--- src/rtl/bayer_gain_pkg.sv ---
`timescale 1ns/1ps
package bayer_gain_pkg;

    localparam int PIX_W  = 10;
    localparam int GAIN_W = 11;
    localparam int FRAC_W = 8;
    localparam int NCH    = 4;

    typedef enum logic [1:0] {
        CH_GR = 2'd0,
        CH_R  = 2'd1,
        CH_B  = 2'd2,
        CH_GB = 2'd3
    } bg_chan_e;

    typedef enum logic [1:0] {
        PH_NO_FRAME = 2'd0,
        PH_EVEN_ROW = 2'd1,
        PH_ODD_ROW  = 2'd2
    } bg_phase_e;

    function automatic bg_chan_e chan_of(input logic row, input logic col);
        bg_chan_e c;
        unique case ({row, col})
            2'b00:   c = CH_R;
            2'b01:   c = CH_GR;
            2'b10:   c = CH_GB;
            default: c = CH_B;
        endcase
        return c;
    endfunction

endpackage

--- src/rtl/bg_gain_bank.sv ---
`timescale 1ns/1ps
module bg_gain_bank
    import bayer_gain_pkg::*;
#(
    parameter int G_W    = GAIN_W,
    parameter int F_W    = FRAC_W,
    parameter int N_CH   = NCH
) (
    input  logic                       clk,
    input  logic                       rst_n,
    input  logic                       wr_en,
    input  logic [$clog2(N_CH):0]      wr_addr,
    input  logic [7:0]                 wr_data,
    input  logic                       frame_load,
    input  logic [$clog2(N_CH)-1:0]    ch_sel,
    output logic [G_W-1:0]             gain
);

    localparam int                 HI_W  = G_W - 8;
    localparam int                 SEL_W = $clog2(N_CH);
    localparam logic [G_W-1:0]     UNITY = G_W'(1) << F_W;

    logic [N_CH-1:0][G_W-1:0] staged_q;
    logic [N_CH-1:0][G_W-1:0] active_q;
    logic                     unused_hi;

    assign unused_hi = ^wr_data[7:HI_W];

    for (genvar i = 0; i < N_CH; i++) begin : g_chan
        logic hit;
        assign hit = wr_en && (wr_addr[SEL_W:1] == SEL_W'(i));

        always_ff @(posedge clk or negedge rst_n) begin
            if (!rst_n) begin
                staged_q[i] <= UNITY;
            end else if (hit) begin
                if (wr_addr[0]) begin
                    staged_q[i][G_W-1:8] <= wr_data[HI_W-1:0];
                end else begin
                    staged_q[i][7:0] <= wr_data;
                end
            end
        end

        always_ff @(posedge clk or negedge rst_n) begin
            if (!rst_n) begin
                active_q[i] <= UNITY;
            end else if (frame_load) begin
                active_q[i] <= staged_q[i];
            end
        end
    end

    always_comb begin
        if (frame_load) begin
            gain = staged_q[ch_sel];
        end else begin
            gain = active_q[ch_sel];
        end
    end

endmodule

--- src/rtl/bg_phase_fsm.sv ---
`timescale 1ns/1ps
module bg_phase_fsm
    import bayer_gain_pkg::*;
(
    input  logic     clk,
    input  logic     rst_n,
    input  logic     in_valid,
    input  logic     in_sol,
    input  logic     in_sof,
    output logic     accept,
    output logic     frame_load,
    output bg_chan_e chan
);

    bg_phase_e state_q, state_d;
    logic      col_q, col_d;
    logic      row_now, col_now;

    // state register
    always_ff @(posedge clk or negedge rst_n) begin
        if (!rst_n) begin
            state_q <= PH_NO_FRAME;
            col_q   <= 1'b0;
        end else begin
            state_q <= state_d;
            col_q   <= col_d;
        end
    end

    // next state and outputs
    always_comb begin
        state_d    = state_q;
        col_now    = in_sol ? 1'b0 : col_q;
        row_now    = 1'b0;
        accept     = in_valid && (in_sof || (state_q != PH_NO_FRAME));
        frame_load = in_valid && in_sof;

        unique case (state_q)
            PH_NO_FRAME: row_now = 1'b0;
            PH_EVEN_ROW: row_now = in_sol;
            PH_ODD_ROW:  row_now = !in_sol;
            default:     row_now = 1'b0;
        endcase
        if (in_sof) begin
            row_now = 1'b0;
        end

        if (in_valid) begin
            if (in_sof) begin
                state_d = PH_EVEN_ROW;
            end else begin
                unique case (state_q)
                    PH_NO_FRAME: state_d = PH_NO_FRAME;
                    PH_EVEN_ROW: state_d = in_sol ? PH_ODD_ROW  : PH_EVEN_ROW;
                    PH_ODD_ROW:  state_d = in_sol ? PH_EVEN_ROW : PH_ODD_ROW;
                    default:     state_d = PH_NO_FRAME;
                endcase
            end
        end

        col_d = accept ? !col_now : col_q;
        chan  = chan_of(row_now, col_now);
    end

endmodule

--- src/rtl/bg_mul_sat.sv ---
`timescale 1ns/1ps
module bg_mul_sat
    import bayer_gain_pkg::*;
#(
    parameter int P_W = PIX_W,
    parameter int G_W = GAIN_W,
    parameter int F_W = FRAC_W
) (
    input  logic           clk,
    input  logic           rst_n,
    input  logic           s_valid,
    input  logic           s_sol,
    input  logic           s_sof,
    input  logic [P_W-1:0] s_pix,
    input  logic [G_W-1:0] s_gain,
    output logic           m_valid,
    output logic           m_sol,
    output logic           m_sof,
    output logic [P_W-1:0] m_pix
);

    localparam int             PROD_W = P_W + G_W + 1;
    localparam int             SCL_W  = PROD_W - F_W;
    localparam logic [P_W-1:0] MAXV   = '1;

    logic [PROD_W-1:0] prod;
    logic [SCL_W-1:0]  scaled;
    logic [P_W-1:0]    sat;

    always_comb begin
        prod   = PROD_W'(s_pix) * PROD_W'(s_gain) + (PROD_W'(1) << (F_W - 1));
        scaled = prod[PROD_W-1:F_W];
        sat    = (scaled > SCL_W'(MAXV)) ? MAXV : scaled[P_W-1:0];
    end

    always_ff @(posedge clk or negedge rst_n) begin
        if (!rst_n) begin
            m_valid <= 1'b0;
            m_sol   <= 1'b0;
            m_sof   <= 1'b0;
            m_pix   <= '0;
        end else begin
            m_valid <= s_valid;
            m_sol   <= s_valid && s_sol;
            m_sof   <= s_valid && s_sof;
            m_pix   <= s_valid ? sat : '0;
        end
    end

endmodule

--- src/rtl/bayer_gain.sv ---
`timescale 1ns/1ps
module bayer_gain
    import bayer_gain_pkg::*;
#(
    parameter int P_W  = PIX_W,
    parameter int G_W  = GAIN_W,
    parameter int F_W  = FRAC_W,
    parameter int N_CH = NCH
) (
    input  logic                  clk,
    input  logic                  rst_n,
    input  logic                  in_valid,
    input  logic                  in_sol,
    input  logic                  in_sof,
    input  logic [P_W-1:0]        in_pix,
    input  logic                  wr_en,
    input  logic [$clog2(N_CH):0] wr_addr,
    input  logic [7:0]            wr_data,
    output logic                  out_valid,
    output logic                  out_sol,
    output logic                  out_sof,
    output logic [P_W-1:0]        out_pix
);

    localparam int SEL_W = $clog2(N_CH);

    logic           accept;
    logic           frame_load;
    bg_chan_e       chan;
    logic [G_W-1:0] gain;

    logic           s1_valid;
    logic           s1_sol;
    logic           s1_sof;
    logic [P_W-1:0] s1_pix;
    logic [G_W-1:0] s1_gain;

    bg_phase_fsm u_phase (
        .clk        (clk),
        .rst_n      (rst_n),
        .in_valid   (in_valid),
        .in_sol     (in_sol),
        .in_sof     (in_sof),
        .accept     (accept),
        .frame_load (frame_load),
        .chan       (chan)
    );

    bg_gain_bank #(.G_W(G_W), .F_W(F_W), .N_CH(N_CH)) u_bank (
        .clk        (clk),
        .rst_n      (rst_n),
        .wr_en      (wr_en),
        .wr_addr    (wr_addr),
        .wr_data    (wr_data),
        .frame_load (frame_load),
        .ch_sel     (SEL_W'(chan)),
        .gain       (gain)
    );

    always_ff @(posedge clk or negedge rst_n) begin
        if (!rst_n) begin
            s1_valid <= 1'b0;
            s1_sol   <= 1'b0;
            s1_sof   <= 1'b0;
            s1_pix   <= '0;
            s1_gain  <= '0;
        end else begin
            s1_valid <= accept;
            s1_sol   <= accept && in_sol;
            s1_sof   <= accept && in_sof;
            s1_pix   <= in_pix;
            s1_gain  <= gain;
        end
    end

    bg_mul_sat #(.P_W(P_W), .G_W(G_W), .F_W(F_W)) u_mul (
        .clk     (clk),
        .rst_n   (rst_n),
        .s_valid (s1_valid),
        .s_sol   (s1_sol),
        .s_sof   (s1_sof),
        .s_pix   (s1_pix),
        .s_gain  (s1_gain),
        .m_valid (out_valid),
        .m_sol   (out_sol),
        .m_sof   (out_sof),
        .m_pix   (out_pix)
    );

endmodule

--- config.mk ---
export PLATFORM = sky130hd
export DESIGN_NAME = bayer_gain
export DESIGN_NICKNAME = d
export VERILOG_FILES = /design/src/rtl/bayer_gain_pkg.sv /design/src/rtl/bg_gain_bank.sv /design/src/rtl/bg_phase_fsm.sv /design/src/rtl/bg_mul_sat.sv /design/src/rtl/bayer_gain.sv
export SDC_FILE = /design/constraint.sdc
export NUM_CORES = 1
export LEC_CHECK = 0
export ABC_AREA = 0
export BUFFER_PORTS_ARGS = -buffer_cell sky130_fd_sc_hd__buf_2
export CORE_MARGIN = 4
export CORE_UTILIZATION = 30
export DETAILED_ROUTE_END_ITERATION = 7
export GPL_TIMING_DRIVEN = 0
export HOLD_SLACK_MARGIN = 0.08
export PLACE_DENSITY = 0.42
export SLEW_MARGIN = 20
export SYNTH_ARGS = -nofsm -noshare
export SYNTH_HDL_FRONTEND = slang
export SYNTH_SLANG_ARGS = --single-unit
--- constraint.sdc ---
create_clock -name clk -period 16.1 [get_ports clk]
set_input_delay 0.805 -clock clk [delete_from_list [all_inputs] [get_ports clk]]
set_output_delay 0.805 -clock clk [all_outputs]
set_load 0.005 [all_outputs]
==> impl_metrics.env <==
export IMPL_grt_overflow=0
export IMPL_setup_viol_count_final=0
export IMPL_cts_setup_buffers=0
export IMPL_hold_class="in2async"
export IMPL_diodes=0
export IMPL_fin_skew_ps=18.6
export IMPL_ys_seq_area_frac=0.373
export IMPL_drc=0
export IMPL_cts_max_level=4
export IMPL_fin_nets=934
export IMPL_die_area_um2=31500
export IMPL_die_w_um=177
export IMPL_grt_pass1_wl_mm=33.0
export IMPL_final_cell_mix="dfrtp_1 (120), mux2_2 (90), inv_1 (74), fa_1 (72), ha_1 (61)"
export IMPL_hold_slack_ps=263
export IMPL_synth_nets=876
export IMPL_track_usage=0.136
export IMPL_drt_pass1_iterations=4
export IMPL_crit_fanout=10
export IMPL_setup_worst_path_end_class="flop"
export IMPL_start_kind="flop"
export IMPL_period_minus_slack_ps=6240
export IMPL_routabilityCongestion=0.818
export IMPL_layout_commonest_cell="dfrtp_1"
export IMPL_grt_pass1_vias=6179
export IMPL_max_slew_worst_pin_slew_ps=975
export IMPL_drt_first_iter_violations=194
export IMPL_drive_gt1_frac=0.263
export IMPL_max_cap_viol_count=0
export IMPL_multi_input_area_um2=5000
export IMPL_synth_area_mux_share=0.146
export IMPL_core_area_um2=28100
export IMPL_cts_buffers=17
export IMPL_syn_inst=716
export IMPL_syn_avg_cell_area_um2=12.0
export IMPL_vias=5465
export IMPL_synthXorXnorAreaFrac=0.0122
export IMPL_synth_fa_ha_area_frac=0.256
export IMPL_hold_buffers=0
export IMPL_path_class="reg2reg"
export IMPL_yosys_area_share_simple=0.115
export IMPL_dp_cells=1133
export IMPL_finalSetupTns_ps=0
export IMPL_clock_sinks=128
export IMPL_cts_tree="yes"
export IMPL_stdcell_count=1165
export IMPL_synth_top_family_by_area="adder cells"
export IMPL_syn2layout_area_growth_pct=15.3
export IMPL_start_util=0.307
export IMPL_slew_headroom=0.347
export IMPL_clk_path_buf_depth=2
export IMPL_max_freq_mhz=160
export IMPL_synth_yosys_warnings=0
export IMPL_clkTransAtPathRegs_ps=70
export IMPL_fin_crit_sh=0.388
export IMPL_nFillCells=2831
export IMPL_wirelength_mm=20.1
export IMPL_ys_ff_latch=128
export IMPL_synthArstFlopShare=1.00
export IMPL_wl_per_cell_um=17.2
export IMPL_grt_max_degree=85
export IMPL_clockRootBuffer="clkbuf_16"
export IMPL_cp_arrival_ps=6540
export IMPL_grt_setup_unrepaired="no"
export IMPL_routed_via_density=4.69
export IMPL_ant_nets=0
export IMPL_grt_antenna_before_repair=1
export IMPL_place_hpwl_mm=14.9
export IMPL_synth_edf_count=0
export IMPL_status="completed"
export IMPL_regArea_um2=3210
export IMPL_finalHoldViolCount=0
export IMPL_num_rows=61
export IMPL_slew_violations=0
export IMPL_netlist_area_um2=8610
export IMPL_port_buffers=37
export IMPL_io_pins=40
export IMPL_worstPathRequired_ps=16400
export IMPL_yosys_most_used_dff="dfrtp_1"
export IMPL_ctsResizeCount=0
export IMPL_synth_compound_gate_area_share=0.0510
export IMPL_ys_types=55
export IMPL_fp_dieH_um=177
export IMPL_clkLatencyLatePin_ps=430
## stage by stage
step / setup WS [ps] / area [um^2] / utilization
6_report: 9860 / 9930 / 0.354
5_1_grt: 9510 / 9930 / 0.354
4_1_cts: 9860 / 9930 / 0.354
3_5_place_dp: 9890 / 9320 / 0.332
3_3_place_gp: 9940 / 9270 / 0.330
2_1_floorplan: 10720 / 8610 / -
## flip-flops by register name, summed over array words and instances, names as in the netlist, 2 cells and up
name / flops
s1_pix: 10
u_phase.state_q: 2
s1_gain: 11
u_bank.staged_q: 44
u_bank.active_q: 44
u_mul.m_pix: 10
## critical path, cell delays in order, from the launching register on
cell	delay (ps)
dfrtp_1	320
clkbuf_1	470
nand2_1	160
fa_1	520
fa_1	490
inv_1	50
fa_1	520
fa_1	540
inv_1	50
fa_1	520
inv_1	40
ha_1	370
nand2_2	190
nor3_2	90
o41ai_2	690
o211ai_1	190
a221oi_2	400
nand4_4	240
o21a_1	250
## area by class of cell
class	instances	area share
Sequential cell	128	0.324
Buffer	30	0.0125
Timing Repair Buffer	39	0.0232
Clock buffer	18	0.0432
Inverter	74	0.0280
Multi-Input combinational cell	484	0.504
Clock inverter	14	0.0181
Tap cell	378	0.0476
## logic make-up after synthesis
kind of cell	count (synthesis)
and+or+nand+nor	174
AOI/OAI and AO/OA	64
DFF	128
muxes	101
buffers and inverters	104
adders and majority gates	133
xor gates and xnor gates	12
## worst paths after layout
kind,cells past startpoint,end,start,slack [ps]
hold reg to reg,1,u_mul.m_sol,s1_sol,450
setup reg to reg,18,u_mul.m_pix[7],s1_gain[3],9860
max in group asynchronous,2,u_bank.active_q[41],rst_n,15070
min in group clk,1,u_mul.m_sol,s1_sol,450
setup / recovery,18,u_mul.m_pix[7],s1_gain[3],9860
hold / removal,1,u_bank.staged_q[26],rst_n,260
## synth_stat cells (3+ instances only)
cell,count,area share
inv_1,74,0.032
a211oi_1,5,0.0044
nand4b_1,3,0.0031
nor3_1,7,0.0041
o21ai_0,11,0.0064
nand2_1,59,0.026
o211ai_1,4,0.0035
nand4_1,3,0.0022
ha_1,61,0.089
dfstp_2,8,0.024
clkbuf_1,26,0.011
and2_2,9,0.0078
a21oi_1,17,0.0099
fa_1,72,0.17
mux4_2,11,0.029
dfrtp_1,120,0.35
xnor2_1,11,0.011
nand3_1,4,0.0023
and2_1,60,0.044
nor2_1,9,0.0039
o21a_1,11,0.0096
mux2_2,90,0.12
## per-layer routing
layer	global-route usage	share of wire
met1	0.172	0.44
met2	0.239	0.53
met3	0.0249	0.023
met4	0.0348	0.011
met5	0	0.00065
Power is not shown: default switching activity piles up to over one toggle a cycle in this logic, so the estimate is an artifact.
